===== config.mk =====
export PLATFORM = sky130hd
export DESIGN_NAME = load_alias_table
export DESIGN_NICKNAME = d
export VERILOG_FILES = /design/src/rtl/alias_pkg.sv /design/src/rtl/alias_ctrl.sv /design/src/rtl/alias_dp.sv /design/src/rtl/load_alias_table.sv
export SDC_FILE = /design/constraint.sdc
export NUM_CORES = 1
export LEC_CHECK = 0
export ABC_AREA = 1
export BUFFER_PORTS_ARGS = -buffer_cell sky130_fd_sc_hd__clkbuf_2
export CAP_MARGIN = 20
export CORE_UTILIZATION = 25
export CTS_CLUSTER_DIAMETER = 60
export CTS_CLUSTER_SIZE = 28
export DETAILED_ROUTE_END_ITERATION = 6
export GPL_TIMING_DRIVEN = 0
export MAX_ROUTING_LAYER = met4
export PLACE_DENSITY = 0.43
export REMOVE_ABC_BUFFERS = 1
export SYNTH_ARGS = -nofsm -noshare
export SYNTH_HDL_FRONTEND = slang
export SYNTH_HIERARCHICAL = 1
export SYNTH_SLANG_ARGS = --single-unit
export TNS_END_PERCENT = 30

===== constraint.sdc =====
create_clock -name clk -period 6 [get_ports clk]
set_input_delay 1.2 -clock clk [delete_from_list [all_inputs] [get_ports clk]]
set_output_delay 1.2 -clock clk [all_outputs]
set_load 0.02 [all_outputs]

===== src/rtl/alias_pkg.sv =====
package alias_pkg;
  localparam int SIZE_W = 2;

  typedef struct packed {
    logic wrEn;
    logic clrAll;
    logic clrTagEn;
    logic chkEn;
  } strobe_t;
endpackage


===== src/rtl/alias_ctrl.sv =====
module alias_ctrl
  import alias_pkg::*;
#(
  parameter int NUM_ENT = 8
) (
  input  logic               clk,
  input  logic               rstN,
  input  logic               protValid,
  input  logic               chkValid,
  input  logic               clrValid,
  input  logic               clrAll,
  input  logic [NUM_ENT-1:0] validVec,
  output strobe_t            stb,
  output logic [NUM_ENT-1:0] wrOh,
  output logic               overflow
);
  logic tableFull;
  logic foundFree;

  assign tableFull = &validVec;

  always_comb begin
    wrOh      = '0;
    foundFree = 1'b0;
    for (int i = 0; i < NUM_ENT; i++) begin
      if (!validVec[i] && !foundFree) begin
        wrOh[i]   = 1'b1;
        foundFree = 1'b1;
      end
    end
  end

  always_comb begin
    stb.wrEn     = protValid && !tableFull && !clrAll;
    stb.clrAll   = clrAll;
    stb.clrTagEn = clrValid && !clrAll;
    stb.chkEn    = chkValid;
  end

  always_ff @(posedge clk) begin
    if (!rstN) overflow <= 1'b0;
    else       overflow <= protValid && tableFull && !clrAll;
  end

  a_r8_overflow_only_when_full: assert property (@(posedge clk) disable iff (!rstN)
    overflow |-> $past(&validVec));

  a_r1_alloc_onehot: assert property (@(posedge clk) disable iff (!rstN)
    $onehot0(wrOh));

  a_r8_no_write_when_full: assert property (@(posedge clk) disable iff (!rstN)
    tableFull |-> !stb.wrEn);
endmodule


===== src/rtl/alias_dp.sv =====
module alias_dp
  import alias_pkg::*;
#(
  parameter int NUM_ENT = 8,
  parameter int ADDR_W  = 32,
  parameter int TAG_W   = 3
) (
  input  logic               clk,
  input  logic               rstN,
  input  strobe_t            stb,
  input  logic [NUM_ENT-1:0] wrOh,
  input  logic [ADDR_W-1:0]  protAddr,
  input  logic [SIZE_W-1:0]  protSize,
  input  logic [TAG_W-1:0]   protTag,
  input  logic [ADDR_W-1:0]  chkAddr,
  input  logic [SIZE_W-1:0]  chkSize,
  input  logic [TAG_W-1:0]   clrTag,
  output logic [NUM_ENT-1:0] validVec,
  output logic               faultValid,
  output logic [NUM_ENT-1:0] faultHits,
  output logic [TAG_W-1:0]   faultTag
);
  localparam int EXT_W = ADDR_W + 1;

  function automatic logic [EXT_W-1:0] spanOf(input logic [SIZE_W-1:0] code);
    return EXT_W'(1) << code;
  endfunction

  logic [ADDR_W-1:0] entAddr [NUM_ENT];
  logic [SIZE_W-1:0] entSize [NUM_ENT];
  logic [TAG_W-1:0]  entTag  [NUM_ENT];
  logic [NUM_ENT-1:0] validQ;
  logic [NUM_ENT-1:0] hitVec;
  logic [NUM_ENT-1:0] tagHit;
  logic [EXT_W-1:0]   chkLo, chkHi;
  logic [TAG_W-1:0]   firstTag;

  assign validVec = validQ;
  assign chkLo    = {1'b0, chkAddr};
  assign chkHi    = chkLo + spanOf(chkSize);

  for (genvar i = 0; i < NUM_ENT; i++) begin : g_ent
    logic [EXT_W-1:0] entLo, entHi;
    assign entLo     = {1'b0, entAddr[i]};
    assign entHi     = entLo + spanOf(entSize[i]);
    assign hitVec[i] = stb.chkEn && validQ[i] && (chkLo < entHi) && (entLo < chkHi);
    assign tagHit[i] = validQ[i] && (entTag[i] == clrTag);

    always_ff @(posedge clk) begin
      if (stb.wrEn && wrOh[i]) begin
        entAddr[i] <= protAddr;
        entSize[i] <= protSize;
        entTag[i]  <= protTag;
      end
    end
  end

  always_ff @(posedge clk) begin
    if (!rstN) begin
      validQ <= '0;
    end else begin
      for (int i = 0; i < NUM_ENT; i++) begin
        if (stb.clrAll)                      validQ[i] <= 1'b0;
        else if (stb.wrEn && wrOh[i])        validQ[i] <= 1'b1;
        else if (stb.clrTagEn && tagHit[i])  validQ[i] <= 1'b0;
      end
    end
  end

  always_comb begin
    firstTag = '0;
    for (int i = NUM_ENT - 1; i >= 0; i--) begin
      if (hitVec[i]) firstTag = entTag[i];
    end
  end

  always_ff @(posedge clk) begin
    if (!rstN) begin
      faultValid <= 1'b0;
      faultHits  <= '0;
      faultTag   <= '0;
    end else begin
      faultValid <= |hitVec;
      faultHits  <= hitVec;
      faultTag   <= firstTag;
    end
  end

  a_r6_clear_all_empties: assert property (@(posedge clk) disable iff (!rstN)
    $past(stb.clrAll) |-> (validQ == '0));

  a_r2_fault_needs_check: assert property (@(posedge clk) disable iff (!rstN)
    faultValid |-> $past(stb.chkEn));

  a_r5_hits_from_old_table: assert property (@(posedge clk) disable iff (!rstN)
    ((faultHits & ~$past(validQ)) == '0));

  a_r1_alloc_sets_valid: assert property (@(posedge clk) disable iff (!rstN)
    $past(stb.wrEn) |-> ((validQ & $past(wrOh)) != '0));
endmodule


===== src/rtl/load_alias_table.sv =====
module load_alias_table
  import alias_pkg::*;
#(
  parameter int NUM_ENT = 8,
  parameter int ADDR_W  = 32,
  parameter int TAG_W   = 3
) (
  input  logic               clk,
  input  logic               rstN,
  input  logic               protValid,
  input  logic [ADDR_W-1:0]  protAddr,
  input  logic [1:0]         protSize,
  input  logic [TAG_W-1:0]   protTag,
  input  logic               chkValid,
  input  logic [ADDR_W-1:0]  chkAddr,
  input  logic [1:0]         chkSize,
  input  logic               clrValid,
  input  logic [TAG_W-1:0]   clrTag,
  input  logic               clrAll,
  output logic               faultValid,
  output logic [NUM_ENT-1:0] faultHits,
  output logic [TAG_W-1:0]   faultTag,
  output logic               overflow
);
  strobe_t            stb;
  logic [NUM_ENT-1:0] wrOh;
  logic [NUM_ENT-1:0] validVec;

  alias_ctrl #(.NUM_ENT(NUM_ENT)) u_ctrl (
    .clk(clk), .rstN(rstN),
    .protValid(protValid), .chkValid(chkValid),
    .clrValid(clrValid), .clrAll(clrAll),
    .validVec(validVec), .stb(stb), .wrOh(wrOh), .overflow(overflow)
  );

  alias_dp #(.NUM_ENT(NUM_ENT), .ADDR_W(ADDR_W), .TAG_W(TAG_W)) u_dp (
    .clk(clk), .rstN(rstN), .stb(stb), .wrOh(wrOh),
    .protAddr(protAddr), .protSize(protSize), .protTag(protTag),
    .chkAddr(chkAddr), .chkSize(chkSize), .clrTag(clrTag),
    .validVec(validVec), .faultValid(faultValid),
    .faultHits(faultHits), .faultTag(faultTag)
  );
endmodule


### Word-level counts from Yosys, hierarchy flattened

Memories as Yosys holds them, arrays and structs flattened.
Index checks and enable logic that the tools add are counted.

* flip-flop bits (word level): 21
* bits in writable memories: 296
* bits of input ports: 80
* output and inout port bits: 13
* memories: 3

* add/subtract/negate cells: 9
* order comparisons: 16
* equality and inequality tests: 8
* shift-type cells: 9
* mux-type cells: 117
* bitwise operators: 1
* reduce and logical (&&, ||, !) cells: 107

Memories
* u_dp.entAddr: depth 8, bits a word 32, read ports 8, clocked after Yosys merged registers in 0, write ports 1, line alias_dp.sv:29 `logic [ADDR_W-1:0] entAddr [NUM_ENT];`
* u_dp.entTag: depth 8, bits a word 3, read ports 8, clocked after Yosys merged registers in 0, write ports 1, line alias_dp.sv:31 `logic [TAG_W-1:0] entTag [NUM_ENT];`
* u_dp.entSize: depth 8, bits a word 2, read ports 8, clocked after Yosys merged registers in 0, write ports 1, line alias_dp.sv:30 `logic [SIZE_W-1:0] entSize [NUM_ENT];`

Operators by type and width (count)
* less-than comparator 32 x 33 -> 1 bit: 16
* adder 32 x 33 -> 33 bit: 9
* left shift 1 x 2 -> 33 bit, first input constant: 9
* two-way mux 32 bit: 7
* OR reduction 32 bit: 7
* two-way mux 3 bit: 36
* two-way mux 1 bit: 67
* logical AND 1 bit: 60
* equality test 3 bit: 8
* OR reduction 3 bit: 7
* nonzero test 2 bit: 8
* OR reduction 2 bit: 8
* zero test 1 bit: 15
* two-way mux 2 bit: 7
* AND reduction 8 bit: 1
* OR reduction 8 bit: 1
* inverter 1 bit: 1

### Depth between registers and ports, before layout

Gate-level depths: netlist of run 1.

* depth after elaboration: 26
* mapped depth: 35
* mapped depth without buffers: 35

### Hierarchy

The synthesis of run 1 kept the hierarchy.

By module, submodules not included
* alias_dp: times used 1, cells each 3273, area each 28354.7 um^2, sequential area each 9288.9 um^2
* alias_ctrl: times used 1, cells each 30, area each 156.4 um^2, sequential area each 20.0 um^2

### Worst setup path after synthesis of run 1

OpenSTA, ideal clock, no wires.

* path type: in2reg
* start: in chkSize[1]
* end: reg u_dp.faultTag[0]
* arrival time: 5.055 ns
* slack: 0.825 ns
* stages on the path: 29
* path through: nor2_1 > ha_1 > inv_1 > fa_1 > o21ai_2 > nand2_1 > nor3_1 > nand2_1 > nor3_1 > inv_1 > nor2_1 > nand2_1 > nor2_1 > xor2_1 > ha_1 > nand2_1 > nor2_1 > a211oi_1 > nor2_1 > nor2_1 > nand3_1 > nor2_1 > nand2_1 > nand3_1 > nand2_1 > nand2_1 > nand2_1 > nand2_1 > a21oi_1

* word-level cells in the longest chain between the ends: 12
* elaborated cells on any way between the ends: 26
* classes of those cells: add/sub: 1; order compare: 8; shift: 1; mux: 8; reduce/logical: 8

RTL lines
* start: declaration: line load_alias_table.sv:16 `input logic [1:0] chkSize,`
* left shift 1 x 2 -> 33 bit (*): line alias_dp.sv:26 `return EXT_W'(1) << code;`
* adder 32 x 33 -> 33 bit (*): line alias_dp.sv:40 `assign chkHi = chkLo + spanOf(chkSize);`
* less-than comparator 32 x 33 -> 1 bit: line alias_dp.sv:46 `assign hitVec[i] = stb.chkEn && validQ[i] && (chkLo < entHi) && (entLo < chkHi);`
* logical AND 1 bit: line alias_dp.sv:46
* two-way mux 3 bit (7 in series): line alias_dp.sv:73 `if (hitVec[i]) firstTag = entTag[i];`
* two-way mux 3 bit (*): line alias_dp.sv:73
* end signal: assignment: line alias_dp.sv:85 `faultTag <= firstTag;`
* end: declaration: line alias_dp.sv:21 `output logic [TAG_W-1:0] faultTag`

Mark *: on every way between the ends. The rest lies on a longest branch, timed or not.
A chain may end at the register's enable or synchronous reset.

### Worst setup path in the final report of run 1

* start: in chkAddr[2]
* end: reg u_dp.faultValid

* word-level cells in the longest chain between the ends: 4
* elaborated cells on any way between the ends: 34
* classes of those cells: add/sub: 1; order compare: 16; reduce/logical: 17

RTL lines
* start: declaration: line load_alias_table.sv:15 `input logic [ADDR_W-1:0] chkAddr,`
* adder 32 x 33 -> 33 bit / less-than comparator 32 x 33 -> 1 bit (equally long branches): line alias_dp.sv:40, alias_dp.sv:46
* less-than comparator 32 x 33 -> 1 bit / logical AND 1 bit (equally long branches): line alias_dp.sv:46
* logical AND 1 bit: line alias_dp.sv:46
* OR reduction 8 bit (*): line alias_dp.sv:83 `faultValid <= |hitVec;`
* end signal: assignment: line alias_dp.sv:83
* end: declaration: line alias_dp.sv:19 `output logic faultValid,`

Marks and branches as above.

==> flow_summary.yaml, run 1 <==
yosys:
  synthFlopType: "edfxtp_1"
  yosys-mux-area-fraction_pct: 0
  syn_area_um2: 28500
  synth.avg_cell_area_um2: 8.63
  synth_xor_area_share_pct: 7.40
  synthArstFlopShare_pct: 0
  synth_area_leaders: "edfxtp_1, ha_1, nand2_1"
  yosysTopAreaCell: "edfxtp_1"
  synthCells: 3303
  synth_top_family_by_area: "adder cells"
  netlist_top_cells_count: "nand2_1, ha_1, nor2_1"
  ys_seq_area_share_pct: 32.7
  synthSimpleGateAreaFrac_pct: 22.9
  synth-edff-count: 296
  synth_compound_area_share_pct: 8.59
  synthAdderAreaFrac_pct: 24.0
  ys_ff_latch: 317
  yosys_warnings: 6
  synth_top_area_share_pct: 31.2
  synth_cell_types: 59
  synth_most_common_cell: "nand2_1"
route:
  num_vias: 23800
  wl_met1_um: 46700
  ant_nets: 0
  drt-initial-drc-count: 1251
  routedWlPerCell_um: 19.4
  first_pass_iters: 6
  wl_met3_um: 4130
  met2_length_um: 44600
  route.detailed.drc: 0
  totalWireLength_um: 97300
  top_layer: "met4"
  routed_via_density: 4.75
placed_design:
  dpl.hpwl_um: 81400
  io_buffers: 92
  gp_congestion: 0.882
  place_area_um2: 31100
floorplan:
  dieArea_um2: 115000
  start_util_pct: 25.3
  core_area_um2: 113000
  ios: 93
  die_h_um: 340
  rows: 123
  chipWidth_um: 340
cts:
  tritoncts: "done"
  root_buffer: "clkbuf_16"
  clkLatencyLatePin_ns: 0.59
  cts_buffers: 42
  cts.sinks: 317
  cts.clk_slew.worst_paths_ns: 0.07
  clockBufferDepth: 3
  cts_max_level: 2
setup_path:
  crit_path_frequent_cell: "nand2_1"
  critical_path.max_fanout: 9
  cpMaxStageDelayCell: "nor2_2"
  cp-end-kind: "flop"
  crit-reg2reg-launch: "u_dp/entSize[0][1]$_DFFE_PP_"
  worst_path_largest_cell_delay_ns: 0.40
  critical_path_arrival_ns: 6.16
  cp-startpoint: "chkAddr[2]"
  worstPathRequired_ns: 6.52
  criticalPathCategory: "in2reg"
  critPathLaunchType: "input pin"
status:
  status: "finished, final reports clean"
sta:
  grt_setup_unrepaired: "no"
  worst_pin_slew_ns: 1.15
  timing.slew.headroom_pct: 22.9
  hold_viol_final: 0
  fin_worst_skew_ns: 0.0254
  setup_viol: 0
  fin_crit_sh_pct: 93.9
  post-route-min-period_ns: 5.64
  slew_violations: 0
  timing.fmax_mhz: 177
global_route:
  grt_use_total_pct: 17.2
  grt_pass1_wl_um: 144000
  gr-total-overflow: 0
  grt_max_degree: 35
  antenna_found_initial: 4
  grt_pass1_vias: 24100
cells_and_area:
  drive_above_1_share_pct: 9.77
  multi_input_area_um2: 18200
  fill_cells: 12100
  syn_to_final_growth_pct: 15.9
  final_area_um2: 33000
  nNetsFinal: 4091
  regArea_um2: 9310
  finish.utilization_pct: 29.3
power:
  worst_ir_drop_vdd_mv: 0.151
  cellPowerDensity_nw_per_um2: 180
  p_leak_nw: 13.8
min_path:
  hold_start: "u_dp/validVec[3]$_SDFFE_PP0P_"
  hold_class: "reg2reg"
job:
  drv_cap: 0
## registers in the layout, summed over array words and instances, names as in the netlist
register,cells
u_dp/faultTag,3
u_dp/faultHits,8
u_dp/faultValid,1
u_dp/entAddr,256
u_dp/entSize,16
u_dp/validVec,8
u_dp/entTag,24
u_ctrl/overflow,1
## layout by cell type, fill, tap and decap left out, types with 90 or more instances in the layout
cell	netlist	routed
a21oi_1	255	255
nand4_1	112	112
edfxtp_1	296	296
clkbuf_2	0	90
nor2_1	328	317
inv_1	306	298
nand3_1	155	153
ha_1	532	531
nand2_1	622	621
xor2_1	164	157
o21ai_0	93	92
## cells by family (layout without fill, tap and decap cells)
logic type               after synthesis  after routing
AND/OR/NAND/NOR                     1431           1431
flip-flops                           317            317
other                                  0              8
buffers and inverters                333            530
adder cells (fa/ha/maj)              541            541
XOR/XNOR                             241            241
AO/OA/AOI/OAI                        440            440
## path summary, 6_finish.rpt
| kind | to | cells after the start | slack, ns |
|---|---|---|---|
| max | u_dp/faultValid$_SDFF_PN0_ | 27 | 0.36 |
| min | u_dp/validVec[3]$_SDFFE_PP0P_ | 2 | 0.52 |
| max reg2reg | u_dp/faultValid$_SDFF_PN0_ | 30 | 0.60 |
| min reg2reg | u_dp/validVec[3]$_SDFFE_PP0P_ | 2 | 0.52 |
## cell type report
| type | count | share of cell area [%] |
|---|---|---|
| multi-input cells | 2653 | 55.1 |
| clock buffers | 46 | 3.42 |
| clock inverters | 28 | 0.984 |
| well taps | 1500 | 5.68 |
| repair buffers | 132 | 2.91 |
| flip-flops and latches | 317 | 28.2 |
| diodes | 8 | 0.0606 |
| inverters | 324 | 3.68 |
## repair_timing
item	in CTS	in global routing
setup buffers	5	5
hold buffers	0	0
gates resized for setup	33	16
pin swaps	5	2
endpoints found under the setup margin	10	5
## report_power, final
| group | total [mW] | switching, mW | internal, mW |
|---|---|---|---|
| sequential | 2.45 | 0.0148 | 2.43 |
| clock | 2.69 | 1.13 | 1.56 |
| combinational | 0.810 | 0.541 | 0.269 |
| total | 5.95 | 1.69 | 4.26 |
## metrics by stage
| step | std cells | hold WS, ns | power (mW) | setup TNS [ns] | worst slack (ns) |
|---|---|---|---|---|---|
| after floorplan | 3294 | 0.465 | 2.92 | 0 | 0.825 |
| after global placement | 4886 | 0.507 | 3.26 | -17.68 | -1.92 |
| after detailed placement | 4911 | 0.515 | 3.28 | -14.30 | -1.75 |
| after CTS | 4990 | 0.525 | 6.04 | 0 | 0.0503 |
| after global routing | 5001 | 0.550 | 6.22 | 0 | 0.000455 |
| final | 5008 | 0.520 | 5.95 | 0 | 0.364 |
## worst max-delay path, delay by kind of cell
kind	cells	cell delay, ns
simple gates	19	2.95
fa+ha+maj	2	0.66
compound gates	3	0.57
buf+inv	2	0.43
xor+xnor	1	0.32
## per-layer routing
metal | vias up | global-route usage (%)
li1 | 12000 | -
met1 | 11300 | 22.9
met2 | 406 | 28.0
met3 | 100 | 1.80
met4 | 0 | 3.62
met5 | - | -
(Power assumes the default switching activity.)
==> run 2: changes to the inputs <==
Settings changed: CTS_BUF_LIST from default to sky130_fd_sc_hd__clkbuf_8.
==> run 2 against run 1 <==
Effect of this change: critical path depth up 3; register-to-register slack worse by 0.04 ns; sequential power about the same; fmax down 0.74%; clock skew about the same; via count down 0.12%; worst hold slack better by 0.0010 ns; clock-buffer cell count down 3; sequential share of layout area up 0.50 points; non-clock buffer count down 3; critical path type unchanged.
==> flow_summary.yaml, run 2 (synthesis gave the netlist of run 1 again) <==
setup_path:
  crit-reg2reg-capture: "u_dp/faultTag[1]$_SDFF_PN0_"
  criticalPathCategory: "in2reg"
  cpMaxStageDelayCell: "ha_4"
  rr_worst_depth: 31
  critical_path.max_fanout: 9
  critPathLaunchType: "input pin"
  cp-startpoint: "chkAddr[2]"
  worst_path_largest_cell_delay_ns: 0.36
  crit_path_end: "u_dp/faultValid$_SDFF_PN0_"
  path_buf_inv: 4
  r2r_setup_slack_ns: 0.56
  cp-end-kind: "flop"
  critical_path_arrival_ns: 6.23
  cpLargestDelayFamily: "simple AND/OR/NAND/NOR gates"
  crit_path_frequent_cell: "nand2_1"
  worstPathRequired_ns: 6.55
  path_depth: 30
  crit-reg2reg-launch: "u_dp/entSize[1][3]$_DFFE_PP_"
sta:
  fin_crit_sh_pct: 94.6
  fin_worst_skew_ns: 0.0257
  hold_viol_final: 0
  worst_pin_slew_ns: 1.17
  timing.slew.headroom_pct: 22.0
  slew_violations: 0
  post-route-min-period_ns: 5.68
  setup_viol: 0
  timing.fmax_mhz: 176
global_route:
  grt_pass1_wl_um: 144000
  antenna_found_initial: 6
  grt_max_degree: 35
  gr-total-overflow: 0
  grt_pass1_vias: 24100
  grt_use_total_pct: 17.2
cells_and_area:
  final_area_um2: 32500
  top_register: "u_dp/entAddr"
  syn_to_final_growth_pct: 13.9
  top_regs: "u_dp/entAddr (256), u_dp/entTag (24), u_dp/entSize (16)"
  final_cell_mix: "nand2_1, ha_1, nor2_1, inv_1, edfxtp_1"
  nNetsFinal: 4088
  mostFrequentLayoutCell: "nand2_1"
  largest_register_ffs: 256
  finish.utilization_pct: 28.8
  drive_above_1_share_pct: 9.67
route:
  routed_via_density: 4.75
  drt-initial-drc-count: 1298
  ant_nets: 0
  first_pass_iters: 6
  routedWlPerCell_um: 19.5
  route.detailed.drc: 0
  num_vias: 23800
  totalWireLength_um: 97400
power:
  cellPowerDensity_nw_per_um2: 162
  worst_ir_drop_vdd_mv: 0.120
  p_leak_nw: 13.6
floorplan:
  dieArea_um2: 115000
  rows: 123
  die_h_um: 340
  ios: 93
  start_util_pct: 25.3
  chipWidth_um: 340
  core_area_um2: 113000
cts:
  tritoncts: "done"
  root_buffer: "clkbuf_8"
  cts_max_level: 2
  hold_buffers: 0
  cts.clk_slew.worst_paths_ns: 0.10
  clkLatencyLatePin_ns: 0.67
  clockBufferDepth: 3
  cts.sinks: 317
  cts_buffers: 42
job:
  drv_cap: 0
min_path:
  hold_start: "u_dp/validVec[3]$_SDFFE_PP0P_"
  hold_class: "reg2reg"
placed_design:
  dpl.hpwl_um: 81400
  place_area_um2: 31100
  io_buffers: 92
  gp_congestion: 0.882
status:
  status: "finished, final reports clean"
[run 2: cell types whose count changed in the layout (fill, tap and decap cells not counted), sizes merged]
cell      delta
bufinv       +2
clkbuf       -3
diode        -2
clkinvlp     +1
buf          -3
[run 2: timing repair]
| item | CTS | global route |
|---|---|---|
| setup endpoints to repair | 10 | 6 |
| hold endpoints to repair | 0 | 0 |
| resized for setup | 26 | 17 |
| pin swaps | 3 | 4 |
| buffers inserted | 1 | 6 |
[run 2: layout make-up]
type	instances	area (µm²)
Antenna cell	6	15.0
Fill cell	12100	80300
Tap cell	1500	1880
Clock inverter	31	388
Multi-Input combinational cell	2653	18200
Clock buffer	43	592
Inverter	324	1220
Sequential cell	317	9310
Timing Repair Buffer	129	913
[run 2: per-layer routing]
layer | GRT usage (%) | up-vias | part of all wire (%) | wire length [µm]
met3 | 1.80 | 98 | 4.1 | 4010
met5 | - | - | 0 | 0
met4 | 3.75 | 0 | 2.0 | 1960
li1 | - | 12000 | - | -
met2 | 27.9 | 407 | 46 | 44300
met1 | 22.9 | 11300 | 48 | 47100
[run 2: report_power, final]
part	switching [mW]	internal [mW]	total (mW)	leakage [nW]
Combinational	0.538	0.265	0.803	10.2
Sequential	0.0147	2.43	2.44	2.84
Clock	1.05	0.975	2.02	0.490
Total	1.60	3.67	5.27	13.6
[run 2: how the worst min path moves through the flow]
stage                                          endpoint  slack (ns)  cells after the start
final                     u_dp/validVec[3]$_SDFFE_PP0P_        0.52                      2
after global placement    u_dp/validVec[5]$_SDFFE_PP0P_        0.51                      2
after CTS                 u_dp/validVec[2]$_SDFFE_PP0P_        0.53                      2
after global routing      u_dp/validVec[5]$_SDFFE_PP0P_        0.55                      2
after floorplan           u_dp/validVec[7]$_SDFFE_PP0P_        0.47                      2
after detailed placement  u_dp/validVec[2]$_SDFFE_PP0P_        0.51                      2
[run 2: through the flow]
stage	hold WS [ns]	setup TNS, ns	instances	power, mW	worst slack, ns
after floorplan	0.465	0	3294	2.92	0.825
after global placement	0.507	-17.68	4886	3.26	-1.92
after detailed placement	0.515	-14.30	4911	3.28	-1.75
after CTS	0.530	0	4986	5.36	0.00209
after global routing	0.554	-0.00854	4999	5.53	-0.00854
final	0.521	0	5003	5.27	0.322
[run 2: worst reg2reg max path: cells and delay by family, from the launching register on]
| kind | cells | cell delay (ns) |
|---|---|---|
| simple gates | 21 | 3.59 |
| flops | 1 | 0.44 |
| fa+ha+maj | 3 | 0.70 |
| buf+inv | 3 | 0.22 |
| compound gates | 4 | 0.39 |
==> run 3: changes to the inputs <==
Settings changed: GPL_TIMING_DRIVEN 0 to 1, TNS_END_PERCENT 30 to 10.
==> run 3 against run 2 <==
Effect of this change: register-to-register slack improved by 0.06 ns; via count up 1.6%; final area up 1.3%.
==> flow_summary.yaml, run 3 (synthesis gave the netlist of run 1 again) <==
power:
  combPwrFrac_pct: 14.9
  power.internal_mw: 3.83
  p_leak_nw: 13.9
  worst_ir_drop_vdd_mv: 0.120
  cellPowerDensity_nw_per_um2: 171
  p_sw_share_pct: 31.9
  power_switching_mw: 1.80
  pwr-share-clk_pct: 41.6
  p_seq_share_pct: 43.4
setup_path:
  rr_worst_depth: 30
  crit-reg2reg-capture: "u_dp/faultTag[1]$_SDFF_PN0_"
  critPathLaunchType: "input pin"
  critical_path_arrival_ns: 6.23
  critical_path.max_fanout: 5
  crit_path_frequent_cell: "nand2_1"
  crit_path_end: "u_dp/faultTag[1]$_SDFF_PN0_"
  cpMaxStageDelayCell: "xor2_1"
  crit-reg2reg-launch: "u_dp/entSize[0][6]$_DFFE_PP_"
  cp-startpoint: "chkSize[0]"
  worstPathRequired_ns: 6.61
  criticalPathCategory: "in2reg"
  worst_path_largest_cell_delay_ns: 0.61
  cp-end-kind: "flop"
  r2r_setup_slack_ns: 0.62
cells_and_area:
  final_cell_mix: "nand2_1, ha_1, nor2_1, inv_1, edfxtp_1"
  drive_above_1_share_pct: 10.8
  syn_to_final_growth_pct: 15.4
  final_area_um2: 32900
  largest_register_ffs: 256
  mostFrequentLayoutCell: "nand2_1"
  top_regs: "u_dp/entAddr (256), u_dp/entTag (24), u_dp/entSize (16)"
  top_register: "u_dp/entAddr"
  nNetsFinal: 4164
  finish.utilization_pct: 29.2
cts:
  cts_max_level: 2
  hold_buffers: 0
  cts.clk_slew.worst_paths_ns: 0.12
  cts_buffers: 47
  root_buffer: "clkbuf_8"
  clockBufferDepth: 3
  post_cts_buffers: 0
  clkLatencyLatePin_ns: 0.72
  cts.sinks: 317
  tritoncts: "done"
route:
  num_vias: 24200
  routedWlPerCell_um: 20.5
  ant_nets: 0
  first_pass_iters: 5
  drt-initial-drc-count: 1378
  route.detailed.drc: 0
  totalWireLength_um: 104000
  routed_via_density: 4.75
sta:
  setup_viol: 0
  timing.fmax_mhz: 178
  grt_setup_unrepaired: "no"
  fin_worst_skew_ns: 0.0781
  fin_crit_sh_pct: 93.6
  finalSetupTns_ns: 0
  timing.hold.ws_ns: 0.527
  post-route-min-period_ns: 5.62
  fin_ws_ns: 0.383
  hold_viol_final: 0
  worst_pin_slew_ns: 1.11
  slew_violations: 0
  timing.slew.headroom_pct: 26.3
floorplan:
  rows: 123
  dieArea_um2: 115000
  core_area_um2: 113000
  chipWidth_um: 340
  die_h_um: 340
  start_util_pct: 25.3
  ios: 93
global_route:
  grt_pass1_vias: 24500
  grt_pass1_wl_um: 152000
  grt_use_total_pct: 18.4
  grt_max_degree: 38
  gr-total-overflow: 0
  antenna_found_initial: 5
placed_design:
  dpl.hpwl_um: 86800
  io_buffers: 92
  pre_cts_ws_ns: -0.823
  gp_congestion: 0.924
  place_area_um2: 31600
job:
  drv_cap: 0
status:
  status: "finished, final reports clean"
min_path:
  hold_class: "reg2reg"
## run 3: cell count changes in the layout (fill, tap and decap cells not counted), sizes merged
cell      before  now
diode          6    7
clkinvlp       4    3
buf           38  108
inv          330  341
clkbuf       134  139
## run 3: how the worst min path moves through the flow
| stage | start | endpoint | cells past startpoint |
|---|---|---|---|
| after floorplan | u_dp/validVec[7]$_SDFFE_PP0P_ | u_dp/validVec[7]$_SDFFE_PP0P_ | 2 |
| after global placement | u_dp/validVec[5]$_SDFFE_PP0P_ | u_dp/validVec[5]$_SDFFE_PP0P_ | 2 |
| after detailed placement | u_dp/validVec[5]$_SDFFE_PP0P_ | u_dp/validVec[5]$_SDFFE_PP0P_ | 2 |
| after CTS | u_dp/validVec[5]$_SDFFE_PP0P_ | u_dp/validVec[5]$_SDFFE_PP0P_ | 2 |
| after global routing | u_dp/validVec[6]$_SDFFE_PP0P_ | u_dp/validVec[6]$_SDFFE_PP0P_ | 2 |
| final | u_dp/validVec[5]$_SDFFE_PP0P_ | u_dp/validVec[5]$_SDFFE_PP0P_ | 2 |
## run 3: timing repair
item / 4_1_cts / 5_1_grt
endpoints found under the setup margin: 4 / 5
pin swaps: 0 / 0
gates resized for setup: 1 / 2
## run 3: power groups by stage
stage	Combinational (mW)	Clock (mW)	Sequential, mW
final	0.841	2.35	2.45
after floorplan	0.433	0	2.49
after global placement	0.834	0	2.50
after global routing	0.951	2.50	2.45
after CTS	0.845	2.43	2.45
after detailed placement	0.840	0	2.50
## run 3: worst max-delay path, delay by kind of cell
| family | cells | cell delay [ns] |
|---|---|---|
| compound gates | 2 | 0.26 |
| xor+xnor | 1 | 0.61 |
| fa+ha+maj | 3 | 0.74 |
| buf+inv | 8 | 0.97 |
| simple gates | 18 | 2.44 |
## run 3: final cells by class
cell class / instances / area (µm²)
antenna: 7 / 17.5
clock buffer: 47 / 647
clock inverter: 41 / 581
fill: 12100 / 79900
inverter: 324 / 1220
multi-input combinational: 2653 / 18000
sequential: 317 / 9310
tap: 1500 / 1880
timing repair buffer: 200 / 1300
## run 3: metrics by stage
step,power (mW),instances
4_1_cts,5.73,5082
3_3_place_gp,3.33,4994
2_1_floorplan,2.92,3294
6_report,5.63,5089
3_5_place_dp,3.34,4994
5_1_grt,5.90,5086
## run 3: routing by layer
metal / GRT usage [%] / vias to the layer above / wire length [µm]
li1: - / 12100 / -
met1: 24.5 / 11500 / 49900
met2: 30.0 / 425 / 47900
met3: 1.78 / 100 / 4160
met4: 4.14 / 0 / 2210
met5: - / - / 0
